<file path="config.mk">
export PLATFORM = sky130hd
export DESIGN_NAME = e3np_tx_if
export DESIGN_NICKNAME = d
export VERILOG_FILES = /design/src/rtl/e3np_pkg.sv /design/src/rtl/e3np_phase_gen.sv /design/src/rtl/e3np_slot_ctr.sv /design/src/rtl/e3np_serializer.sv /design/src/rtl/e3np_tx_if.sv
export SDC_FILE = /design/constraint.sdc
export NUM_CORES = 1
export LEC_CHECK = 0
export BUFFER_PORTS_ARGS = -buffer_cell sky130_fd_sc_hd__clkbuf_2
export CAP_MARGIN = 20
export CORE_ASPECT_RATIO = 1.2
export CORE_MARGIN = 4
export CORE_UTILIZATION = 59
export CTS_CLUSTER_DIAMETER = 60
export DETAILED_ROUTE_END_ITERATION = 8
export PLACE_DENSITY = 0.92
export SYNTH_ARGS = -nofsm -noshare
export SYNTH_HDL_FRONTEND = slang
export SYNTH_SLANG_ARGS = --single-unit
</file>
<file path="constraint.sdc">
create_clock -name clk -period 7 [get_ports clk]
set_input_delay 1.4 -clock clk [delete_from_list [all_inputs] [get_ports clk]]
set_output_delay 1.4 -clock clk [all_outputs]
set_load 0.02 [all_outputs]
</file>
<file path="src/rtl/e3np_pkg.sv">
package e3np_pkg;

  localparam int NIB_W    = 4;
  localparam int OH_BYTE_W = 8;

  localparam logic [OH_BYTE_W-1:0] ALIGN_BYTE_A = 8'hF6;
  localparam logic [OH_BYTE_W-1:0] ALIGN_BYTE_B = 8'h28;

  // Bit-clock phase inside one nibble period; PH_RISE follows the edge
  // that raises the nibble clock.
  typedef enum logic [1:0] {
    PH_RISE  = 2'd0,
    PH_HIGH  = 2'd1,
    PH_LATCH = 2'd2,
    PH_LOAD  = 2'd3
  } nib_phase_e;

endpackage

</file>
<file path="src/rtl/e3np_phase_gen.sv">
module e3np_phase_gen
  import e3np_pkg::*;
(
  input  logic clk,
  input  logic rst,
  output logic nib_clk_o,
  output logic latch_o,
  output logic load_o
);

  nib_phase_e ph_q;
  logic       nib_clk_q;

  always_ff @(posedge clk) begin
    if (rst) begin
      ph_q      <= PH_LOAD;
      nib_clk_q <= 1'b0;
    end else begin
      ph_q      <= nib_phase_e'(ph_q + 2'd1);
      nib_clk_q <= (ph_q == PH_LOAD) || (ph_q == PH_RISE);
    end
  end

  assign nib_clk_o = nib_clk_q;
  // Edge leaving PH_LATCH is the third edge after the nibble-clock rise.
  assign latch_o   = (ph_q == PH_LATCH);
  assign load_o    = (ph_q == PH_LOAD);

endmodule

</file>
<file path="src/rtl/e3np_slot_ctr.sv">
module e3np_slot_ctr
  import e3np_pkg::*;
#(
  parameter int FRAME_BYTES = 537,
  parameter int ROW_BYTES   = 59,
  parameter int NUM_AUX     = 5
) (
  input  logic                           clk,
  input  logic                           rst,
  input  logic                           adv_i,
  input  logic [NUM_AUX*OH_BYTE_W-1:0]   aux_i,
  output logic                           nxt_is_oh_o,
  output logic [NIB_W-1:0]               nxt_oh_nib_o,
  output logic                           frame_end_o,
  output logic                           oh_ind_o
);

  localparam int NIBS = 2 * FRAME_BYTES;
  localparam int LAST = NIBS - 1;
  localparam int SW   = $clog2(NIBS);
  localparam int BW   = SW - 1;

  typedef logic [SW-1:0] slot_t;

  slot_t                         slot_q, nxt, nxt2;
  logic [BW-1:0]                 nxt_b, nxt2_b;
  logic [NUM_AUX-1:0]            hit_n, hit_n2;
  logic [NUM_AUX*OH_BYTE_W-1:0]  aux_q;
  logic                          fe_q, ohi_q;
  logic                          oh_n2;
  logic [OH_BYTE_W-1:0]          oh_byte;

  assign nxt    = (slot_q == slot_t'(LAST)) ? '0 : slot_q + 1'b1;
  assign nxt2   = (nxt == slot_t'(LAST)) ? '0 : nxt + 1'b1;
  assign nxt_b  = nxt[SW-1:1];
  assign nxt2_b = nxt2[SW-1:1];

  for (genvar k = 0; k < NUM_AUX; k++) begin : g_aux_hit
    localparam int POS = ROW_BYTES * (k + 1);
    assign hit_n[k]  = (nxt_b  == BW'(POS));
    assign hit_n2[k] = (nxt2_b == BW'(POS));
  end

  assign nxt_is_oh_o = (nxt_b  < BW'(2)) || (|hit_n);
  assign oh_n2       = (nxt2_b < BW'(2)) || (|hit_n2);

  always_comb begin
    oh_byte = '0;
    if (nxt_b == BW'(0)) begin
      oh_byte = ALIGN_BYTE_A;
    end else if (nxt_b == BW'(1)) begin
      oh_byte = ALIGN_BYTE_B;
    end
    for (int k = 0; k < NUM_AUX; k++) begin
      if (hit_n[k]) begin
        oh_byte = aux_q[k*OH_BYTE_W +: OH_BYTE_W];
      end
    end
  end

  assign nxt_oh_nib_o = nxt[0] ? oh_byte[NIB_W-1:0] : oh_byte[OH_BYTE_W-1:NIB_W];

  always_ff @(posedge clk) begin
    if (rst) begin
      slot_q <= slot_t'(LAST - 1);
      fe_q   <= 1'b0;
      ohi_q  <= 1'b0;
      aux_q  <= '0;
    end else if (adv_i) begin
      slot_q <= nxt;
      fe_q   <= (nxt == slot_t'(LAST));
      ohi_q  <= oh_n2;
      if (nxt == slot_t'(LAST)) begin
        aux_q <= aux_i;
      end
    end
  end

  assign frame_end_o = fe_q;
  assign oh_ind_o    = ohi_q;

endmodule

</file>
<file path="src/rtl/e3np_serializer.sv">
module e3np_serializer
  import e3np_pkg::*;
(
  input  logic             clk,
  input  logic             rst,
  input  logic             latch_i,
  input  logic             load_i,
  input  logic             use_oh_i,
  input  logic [NIB_W-1:0] oh_nib_i,
  input  logic [NIB_W-1:0] nib_i,
  output logic             ser_o
);

  logic [NIB_W-1:0] hold_q;
  logic [NIB_W-1:0] word;
  logic [NIB_W-2:0] sh_q;
  logic             ser_q;

  assign word = use_oh_i ? oh_nib_i : hold_q;

  always_ff @(posedge clk) begin
    if (rst) begin
      hold_q <= '0;
      sh_q   <= '0;
      ser_q  <= 1'b0;
    end else begin
      if (latch_i) begin
        hold_q <= nib_i;
      end
      if (load_i) begin
        ser_q <= word[NIB_W-1];
        sh_q  <= word[NIB_W-2:0];
      end else begin
        ser_q <= sh_q[NIB_W-2];
        sh_q  <= {sh_q[NIB_W-3:0], 1'b0};
      end
    end
  end

  assign ser_o = ser_q;

endmodule

</file>
<file path="src/rtl/e3np_tx_if.sv">
module e3np_tx_if
  import e3np_pkg::*;
#(
  parameter int FRAME_BYTES = 537,
  parameter int ROW_BYTES   = 59,
  parameter int NUM_AUX     = 5
) (
  input  logic                         clk,
  input  logic                         rst,
  input  logic [NIB_W-1:0]             tx_nib_i,
  input  logic [NUM_AUX*OH_BYTE_W-1:0] aux_oh_i,
  output logic                         nib_clk_o,
  output logic                         frame_end_o,
  output logic                         oh_ind_o,
  output logic                         ser_o
);

  logic             latch, load;
  logic             nxt_is_oh;
  logic [NIB_W-1:0] nxt_oh_nib;

  e3np_phase_gen u_phase (
    .clk       (clk),
    .rst       (rst),
    .nib_clk_o (nib_clk_o),
    .latch_o   (latch),
    .load_o    (load)
  );

  e3np_slot_ctr #(
    .FRAME_BYTES (FRAME_BYTES),
    .ROW_BYTES   (ROW_BYTES),
    .NUM_AUX     (NUM_AUX)
  ) u_slot (
    .clk          (clk),
    .rst          (rst),
    .adv_i        (load),
    .aux_i        (aux_oh_i),
    .nxt_is_oh_o  (nxt_is_oh),
    .nxt_oh_nib_o (nxt_oh_nib),
    .frame_end_o  (frame_end_o),
    .oh_ind_o     (oh_ind_o)
  );

  e3np_serializer u_ser (
    .clk      (clk),
    .rst      (rst),
    .latch_i  (latch),
    .load_i   (load),
    .use_oh_i (nxt_is_oh),
    .oh_nib_i (nxt_oh_nib),
    .nib_i    (tx_nib_i),
    .ser_o    (ser_o)
  );

endmodule

</file>
# Word-level counts from Yosys, hierarchy flattened
# Cells that the tools add are included.
# op_classes
n_addsub	3
magnitude_cmp	2
eq_ne	15
muxes	13
n_bitwise	1
reduce_logical	9
# op_table
operator	n
$mux W8	6
$eq A10 B8 Y1 const B	4
$add A11 B1 Y11 const B	2
$eq A11 B11 Y1 const B	2
$mux W11	2
$eq A10 B6 Y1 const B	2
$eq A10 B7 Y1 const B	2
$eq A10 B9 Y1 const B	2
$lt A10 B2 Y1 const B	2
$eq A10 B1 Y1 const B	1
$logic_not A10 Y1	1
$reduce_or A5 Y1	2
$mux W4	2
$mux W6	1
$eq A2 B2 Y1 const B	2
$logic_or A1 B1 Y1	3
$mux W3	1
$add A2 B1 Y2 const B	1
$logic_not A2 Y1	1
$reduce_and A2 Y1	1
$reduce_or A2 Y1	1
$mux W1	1
$not A1 Y1	1
# word_totals
reg_bits	64
input_bits	46
output_inout_bits	4
wordCells	53

# Logic depth before layout (Yosys ltp)
# Gate-level depths: netlist (run 1).
# depth
depth_word	13
mapped_depth	13
depth_no_buf	11

# By module
# Synthesis (run 1) repeated with hierarchy kept, for this count alone.
# hier_totals
cells_unflattened	489
hier_area_um2	3738.6
# modules_own_cells
mod	instances	cells_per_inst	area_each_um2	seq_area_each_um2
e3np_slot_ctr	1	450	3320.7	1061.0
e3np_serializer	1	30	310.3	160.2
e3np_phase_gen	1	9	107.6	60.1

# Worst setup path before layout (run 1)
# Ideal clock, no wire load.
# synth_timing
path_kind	register -> register
startpoint	register u_slot.slot_q[0]
endpoint	register u_slot.ohi_q, in the netlist u_slot.oh_ind_o
setup_time_ns	0.079
t_arrival_ns	3.168
required_ns	6.921
path_slack_ns	3.753
stages_incl_launch_ff	14
n_path_buf	2
synth_period_minus_slack_ns	3.247
cell_sequence	dfxtp_1 > clkbuf_1 > buf_2 > inv_1 > ha_1 > inv_1 > a311o_1 > nor4b_4 > nor3b_2 > xnor2_1 > nand4_1 > a221oi_1 > nor3_1 > a211oi_2
# synth_between
elab_chain_len	7
elab_cells_between_ends	14
cone_classes	add/sub: 2; order compare: 1; eq/ne: 7; mux: 2; reduce/logical: 2
# synth_lines
element	line_no	source
start, declared	e3np_slot_ctr.sv:25	slot_t slot_q, nxt, nxt2;
start signal, assigned	e3np_slot_ctr.sv:65	slot_q <= slot_t'(LAST - 1);
start signal, assigned	e3np_slot_ctr.sv:70	slot_q <= nxt;
$add A11 B1 Y11 / $eq A11 B11 Y1 (equally long branches)	e3np_slot_ctr.sv:33	assign nxt = (slot_q == slot_t'(LAST)) ? '0 : slot_q + 1'b1;
$mux W11 *	e3np_slot_ctr.sv:33	
$add A11 B1 Y11 / $eq A11 B11 Y1 (equally long branches)	e3np_slot_ctr.sv:34	assign nxt2 = (nxt == slot_t'(LAST)) ? '0 : nxt + 1'b1;
$mux W11 *	e3np_slot_ctr.sv:34	
parallel branches: the longest is 2 deep, another holds $lt A10 B2 Y1	-	
$logic_or A1 B1 Y1 *	e3np_slot_ctr.sv:45	assign oh_n2 = (nxt2_b < BW'(2)) || (|hit_n2);
end signal, assigned	e3np_slot_ctr.sv:72	ohi_q <= oh_n2;
end, declared	e3np_slot_ctr.sv:29	logic fe_q, ohi_q;
# Every way passes the cells marked *.
# A chain may end at the register's enable or synchronous reset.

# Worst setup path after layout (run 1)
# layout_timing
startpoint	register u_slot.slot_q[0]
endpoint	register u_ser.sh_q[0]
# layout_between
elab_chain_len	11
elab_cells_between_ends	20
cone_classes	add/sub: 1; order compare: 1; eq/ne: 6; mux: 9; reduce/logical: 3
# layout_lines
element	line_no	source
$add A11 B1 Y11 / $eq A11 B11 Y1 (equally long branches)	e3np_slot_ctr.sv:33	
$mux W11 *	e3np_slot_ctr.sv:33	
$logic_not A10 Y1	e3np_slot_ctr.sv:49	if (nxt_b == BW'(0)) begin
$mux W8	e3np_slot_ctr.sv:49	
$mux W8 (5 in a row)	e3np_slot_ctr.sv:55	if (hit_n[k]) begin
$mux W4	e3np_slot_ctr.sv:61	assign nxt_oh_nib_o = nxt[0] ? oh_byte[NIB_W-1:0] : oh_byte[OH_BYTE_W-1:NIB_W];
$mux W4 *	e3np_serializer.sv:19	assign word = use_oh_i ? oh_nib_i : hold_q;
end signal, assigned	e3np_serializer.sv:32	sh_q <= word[NIB_W-2:0];
end signal, assigned	e3np_serializer.sv:35	sh_q <= {sh_q[NIB_W-3:0], 1'b0};
end, declared	e3np_serializer.sv:16	logic [NIB_W-2:0] sh_q;
# Mark *: on every way between the ends. The rest lies on a longest branch, timed or not.

==> impl_metrics.csv, run 1 <==
group,metric,value,unit
run_status,outcome,"completed",
floorplanning,die_h,99.20,um
finish,drive_gt1_share,15.47,%
worst_setup_path,worstSetupPathType,"register to register",
sta,finalSetupTns,0,ns
global_routing,grt_overflow_total,0,
global_routing,grt_max_degree,65,
synth,ys_seq_area_share,31.33,%
synth,syn_area,4089,sq um
global_routing,antenna_found_initial,0,
floorplanning,fp-row-count,32,
clock_network,cts_made_buffers,9,
floorplanning,die_area,8332,sq um
placement,io_buffers,49,
sta,hold_viol,0,
clock_network,cts.repair.resized,0,
synth,synthFlopType,"dfxtp_1",
clock_network,post_cts_buffers,0,
synth,synth.distinct_cells,75,
synth,yosysTopAreaCellShare,31.33,%
synth,avgSynthCellArea,7.558,sq um
detailed_routing,dr.pass1.iters,8,
finish,nets,617,
detailed_routing,vias,4196,
worst_setup_path,crit_path_max_fanout,21,
placement,dp.cells,638,
power,vdd_drop_max,189.9,uV
sta,finalCritPeriodShare,57.27,%
clock_network,clockBufferDepth,2,
global_routing,grt_use_total,26.90,%
worst_setup_path,crit_path_end_kind,"register",
detailed_routing,wl_per_cell,17.27,um
power,powerDensity,224.4,nW/um^2
synth,synth_cells,541,
clock_network,cts_tree,"done",
worst_setup_path,arrival,4.30,ns
sta,timing.fmax,0.2495,GHz
floorplanning,core,6566,sq um
sta,maxSlewViolCount,0,
sta,rsz0062_at_grt,"false",
finish,syn2layout_area_growth,8.935,%
clock_network,h-tree-depth,3,
worst_setup_path,cp.required,7.29,ns
sta,fin_skew,0.01549,ns
placement,place.gp.congestion,1.016,
placement,hpwl,8.115,mm
finish,n_antenna_cell,0,
floorplanning,die_w,84.00,um
detailed_routing,drc_errors,0,
worst_setup_path,critPathTopFamily,"compound AO/OA/AOI/OAI gates",
synth,synth_area_leaders,"dfxtp_1 (31%), nand2_1 (10%), a21oi_1 (7.8%), nor2_1 (3.6%), xnor2_1 (3.0%)",
floorplanning,ios,50,
global_routing,grt_pass1_wl,18.70,mm
sta,setup_viol,0,
min_path,hp-class,"register to register",
sta,relSlewSlack,35.19,%
worst_setup_path,cpPeakStageDelay,0.87,ns
synth,async_flop_share,0,%
detailed_routing,postRouteAntennaNets,0,
sta,min_period,4.009,ns
worst_setup_path,cp_slowest_cell,"dfxtp_1",
worst_setup_path,cp-start-kind,"register",
floorplanning,start_util,62.27,%
sta,worst_pin_slew,0.9642,ns
clock_network,clk_pin_slew_worst_paths,0.09,ns
synth,syn-num-nets,594,
detailed_routing,via_per_inst,6.416,
clock_network,holdBufCountCts,0,
clock_network,insertion_delay,0.35,ns
synth,ys_seq_elements,64,
worst_setup_path,critical_path_buf_inv_count,0,
detailed_routing,wl,11.29,mm
synth,yosysTopAreaCell,"dfxtp_1",
job,cap_violations,0,
finish,stdcell_count,654,
detailed_routing,first_iter_violations,514,
worst_setup_path,crit_chain,"ha_1, nand3_1, o31ai_1, o311ai_2, nor4b_2, nand2_1, a21oi_1, a2111oi_0, o21ai_0, a32o_1",
clock_network,cts-root-buf,"clkbuf_8",
clock_network,cts.sinks,64,
power,p_leak,1.636,nW
global_routing,first_global_vias,3881,
synth,synth-edff-count,0,
synth,synth-warning-count,0,
[path summary, 6_finish.rpt]
| kind | start | to | slack, ns | depth (start not counted) |
|---|---|---|---|---|
| max | u_slot.slot_q[0]$_SDFFE_PP0N_ | u_ser.sh_q[0]$_SDFF_PP0_ | 2.99 | 10 |
| min | u_phase.ph_q[0]$_SDFF_PP1_ | u_phase.ph_q[0]$_SDFF_PP1_ | 0.43 | 1 |
| max reg2reg | u_slot.slot_q[0]$_SDFFE_PP0N_ | u_ser.sh_q[0]$_SDFF_PP0_ | 2.99 | 10 |
| min reg2reg | u_phase.ph_q[0]$_SDFF_PP1_ | u_phase.ph_q[0]$_SDFF_PP1_ | 0.43 | 1 |
[placed cells by master, fill, tap and decap left out, types with 4 or more instances in the layout]
cell type  instances
nand2_1          109
a21oi_1           64
dfxtp_1           64
clkbuf_2          49
nor2_1            38
nor3_1            17
xnor2_1           14
nand4_1           13
inv_1             11
nand3_1           11
o21ai_0           11
xor2_1            11
clkbuf_8           9
mux2i_1            7
ha_1               7
or4_1              6
a21o_1             5
a31oi_1            5
nor4_1             5
o31ai_1            4
nor2b_1            4
o211ai_1           4
nand2b_1           4
or3_1              4
a211o_1            4
a221oi_1           4
[stage by stage]
stage	power (mW)	instance area (sq um)	hold WS, ns	util [%]	setup slack, ns
2_1_floorplan	0.6392	4089	0.3876	-	3.753
3_3_place_gp	0.6978	4275	0.3962	65.11	3.180
3_5_place_dp	0.7055	4275	0.4074	65.11	3.113
4_1_cts	0.9986	4454	0.4273	67.84	3.096
5_1_grt	1.054	4454	0.4443	67.84	2.690
6_report	0.9997	4454	0.4263	67.84	2.991
[cells in the mapped netlist, drive strengths merged, types with 5 or more instances]
cell and count:
dfxtp 64, nand3 11, or4 6, o21ai 14
nor3 17, ha 7, inv 11, clkbuf 15
a21o 5, xor2 11, xnor2 14, o211ai 5
nor4 9, nor4b 5, a31oi 5, nor2 39
nand4 13, nand2 109, or2 5, a21oi 64
mux2i 7, buf 25
[state kept, by name, summed over array words and instances, names as in the netlist]
name / cells
u_phase.nib_clk_o: 1
u_phase.ph_q: 2
u_ser.ser_o: 1
u_ser.hold_q: 4
u_slot.slot_q: 11
u_slot.aux_q: 40
u_ser.sh_q: 3
u_slot.oh_ind_o: 1
u_slot.frame_end_o: 1
[worst reg2reg max path: cells and delay by family, from the launching register on]
family / cells / cell delay [ns]
compound gates: 6 / 1.69
simple gates: 3 / 1.01
flops: 1 / 0.87
fa+ha+maj: 1 / 0.39
[area by class of cell]
| class | instances | area (sq um) |
|---|---|---|
| multi-input combinational | 425 | 2575 |
| fill | 560 | 2112 |
| sequential | 64 | 1281 |
| timing repair buffer | 52 | 267.8 |
| clock buffer | 9 | 123.9 |
| tap | 85 | 106.4 |
| clock inverter | 7 | 55.05 |
| inverter | 12 | 45.04 |
[per-layer routing]
metal,vias up,global-route usage [%],share of wire [%]
li1,1989,-,-
met1,1939,32.32,39
met2,219,47.76,51
met3,49,4.143,6.5
met4,0,11.01,3.7
met5,-,0,0
[where the power goes]
| part | total [mW] | internal [mW] | switching, mW |
|---|---|---|---|
| clock | 0.295 | 0.133 | 0.162 |
| sequential | 0.447 | 0.406 | 0.0416 |
| combinational | 0.258 | 0.0943 | 0.163 |
[logic make-up after synthesis]
kind of cell,count (synthesis),share of synthesized area [%]
XOR/XNOR,25,5.355
flip-flops,64,31.33
AND/OR/NAND/NOR,246,31.00
adder cells (fa/ha/maj),7,2.142
multiplexers,9,2.264
buffers and inverters,52,5.753
AO/OA/AOI/OAI,138,22.15
No activity file was read; power rests on OpenSTA's default activity.
==> run 2: changes to the inputs <==
==> constraint.sdc (replaced) <==
create_clock -name clk -period 3.8 [get_ports clk]
set_input_delay 0.76 -clock clk [delete_from_list [all_inputs] [get_ports clk]]
set_output_delay 0.76 -clock clk [all_outputs]
set_load 0.02 [all_outputs]
==> impl_metrics.csv, run 2 (synthesis results as in run 1) <==
group,metric,value,unit
power,switchingPower,0.6605,mW
floorplanning,start_util,62.27,%
power,internal_power,1.334,mW
sta,worst_pin_slew,0.8681,ns
worst_setup_path,critPathTopFamily,"compound AO/OA/AOI/OAI gates",
min_path,whs_path_depth,1,
clock_network,clockBufferDepth,2,
worst_setup_path,cp_slowest_cell,"dfxtp_1",
run_status,outcome,"completed",
worst_setup_path,reg2reg_depth,12,
clock_network,post_cts_buffers,0,
global_routing,grt_overflow_total,0,
worst_setup_path,crit_path_max_fanout,12,
clock_network,holdBufCountCts,0,
worst_setup_path,crit_path_frequent_cell,"inv_1",
worst_setup_path,crit_chain,"buf_4, inv_1, ha_1, inv_1, a311o_1, nor4b_4, nor3b_2, xnor2_1, nand4_1, a221oi_1, nor3_1, a211oi_2",
clock_network,cts_made_buffers,9,
clock_network,cts.repair.resized,0,
detailed_routing,drc_errors,0,
sta,finalSetupTns,0,ns
sta,timing.fmax,0.2825,GHz
worst_setup_path,cp.required,4.06,ns
power,pwr-share-clk,33.3,%
finish,n_antenna_cell,0,
sta,relSlewSlack,42.13,%
power,combPwrFrac,26.1,%
global_routing,grt_pass1_wl,18.65,mm
min_path,whs_endpoint,"u_phase.ph_q[0]$_SDFF_PP1_",
worst_setup_path,cpPeakStageDelay,0.51,ns
detailed_routing,wl_per_cell,17.66,um
clock_network,cts-root-buf,"clkbuf_8",
power,power.total,1.995,mW
power,pwr-share-seq,40.6,%
clock_network,cts_tree,"done",
clock_network,clk_pin_slew_worst_paths,0.07,ns
worst_setup_path,reg2reg_to,"u_slot.oh_ind_o$_SDFFE_PP0N_",
placement,hpwl,8.656,mm
finish,largest_register_ff_count,40,
clock_network,cts.sinks,64,
finish,final_cell_mix,"nand2_1 (109), a21oi_1 (64), dfxtp_1 (64)",
detailed_routing,dr.pass1.iters,6,
global_routing,antenna_found_initial,0,
worst_setup_path,worstSetupPathType,"register to register",
worst_setup_path,crit_path_end_kind,"register",
clock_network,insertion_delay,0.34,ns
placement,place.gp.congestion,0.9547,
power,powerDensity,432.4,nW/um^2
detailed_routing,via_per_inst,6.353,
sta,min_period,3.540,ns
clock_network,h-tree-depth,3,
sta,fin_skew,0.01288,ns
detailed_routing,postRouteAntennaNets,0,
sta,rsz0062_at_grt,"false",
detailed_routing,first_iter_violations,393,
worst_setup_path,worst_r2r_startpoint,"u_slot.slot_q[0]$_SDFFE_PP0N_",
sta,hold_viol,0,
finish,reg_top3,"u_slot.aux_q: 40 flops, u_slot.slot_q: 11 flops, u_ser.hold_q: 4 flops",
finish,final_common_cell,"nand2_1",
global_routing,grt_max_degree,44,
detailed_routing,wl,11.74,mm
power,p_leak,1.720,nW
sta,finalCritPeriodShare,93.17,%
min_path,hp-class,"register to register",
finish,stdcell_count,665,
floorplanning,die_w,84.00,um
floorplanning,die_h,99.20,um
finish,drive_gt1_share,17.07,%
sta,setup_viol,0,
finish,nets,628,
power,swShare,33.12,%
floorplanning,core,6566,sq um
worst_setup_path,critical_path_buf_inv_count,3,
sta,maxSlewViolCount,0,
finish,syn2layout_area_growth,12.82,%
worst_setup_path,r2r_setup_slack,0.26,ns
floorplanning,fp-row-count,32,
finish,top_register,"u_slot.aux_q",
global_routing,grt_use_total,27.40,%
power,vdd_drop_max,497.1,uV
worst_setup_path,arrival,3.80,ns
global_routing,first_global_vias,3895,
worst_setup_path,cp-start-kind,"register",
floorplanning,ios,50,
detailed_routing,vias,4225,
placement,dp.cells,649,
floorplanning,die_area,8332,sq um
placement,io_buffers,49,
min_path,hold_path_startpoint,"u_phase.ph_q[0]$_SDFF_PP1_",
job,cap_violations,0,
## run 2: cell count changes in the layout (fill, tap and decap cells not counted), sizes merged
| cell | previous run | this run |
|---|---|---|
| buf | 3 | 14 |
| bufinv | 0 | 2 |
| clkbuf | 58 | 59 |
| clkinv | 4 | 3 |
| clkinvlp | 1 | 2 |
| inv | 14 | 11 |
## run 2: per-stage QoR
step,setup slack (ns),area [sq um],hold WS (ns),utilization [%]
2_1_floorplan,0.5529,4089,0.3876,-
3_3_place_gp,0.5263,4383,0.3954,66.75
3_5_place_dp,0.3107,4383,0.4108,66.75
4_1_cts,0.2896,4613,0.4277,70.26
5_1_grt,0.01351,4613,0.4447,70.26
6_report,0.2596,4613,0.4273,70.26
## run 2: area by class of cell
type                    count  area, sq um
multi-input cells         425         2575
fillers                   527         1953
flip-flops and latches     64         1281
repair buffers             63        375.4
clock buffers              10        137.6
well taps                  85        106.4
clock inverters             6        92.59
inverters                  12        45.04
## run 2: worst max path at each step
| stage | startpoint | end | slack [ns] | cells after the start |
|---|---|---|---|---|
| 2_1_floorplan | u_slot.slot_q[0]$_SDFFE_PP0N_ | u_slot.oh_ind_o$_SDFFE_PP0N_ | 0.55 | 13 |
| 3_3_place_gp | u_slot.slot_q[1]$_SDFFE_PP0N_ | u_ser.sh_q[1]$_SDFF_PP0_ | 0.53 | 10 |
| 3_5_place_dp | u_slot.slot_q[0]$_SDFFE_PP0N_ | u_slot.oh_ind_o$_SDFFE_PP0N_ | 0.31 | 12 |
| 4_1_cts | u_slot.slot_q[0]$_SDFFE_PP0N_ | u_slot.oh_ind_o$_SDFFE_PP0N_ | 0.29 | 12 |
| 5_1_grt | u_slot.slot_q[0]$_SDFFE_PP0N_ | u_slot.oh_ind_o$_SDFFE_PP0N_ | 0.01 | 12 |
| 6_report | u_slot.slot_q[0]$_SDFFE_PP0N_ | u_slot.oh_ind_o$_SDFFE_PP0N_ | 0.26 | 12 |
## run 2: power by group through the flow
stage | combinational [mW] | sequential [mW] | clock, mW
2_1_floorplan | 0.376 | 0.802 | 0
3_3_place_gp | 0.495 | 0.819 | 0
3_5_place_dp | 0.508 | 0.822 | 0
4_1_cts | 0.512 | 0.808 | 0.666
5_1_grt | 0.575 | 0.817 | 0.695
6_report | 0.520 | 0.811 | 0.664
## run 2: per-layer routing
layer	up-vias	track usage, %	share of wire, %
met2	242	51.13	51
li1	2011	-	-
met1	1930	30.37	39
met5	-	0	0
met4	0	11.51	3.8
met3	42	4.805	5.8
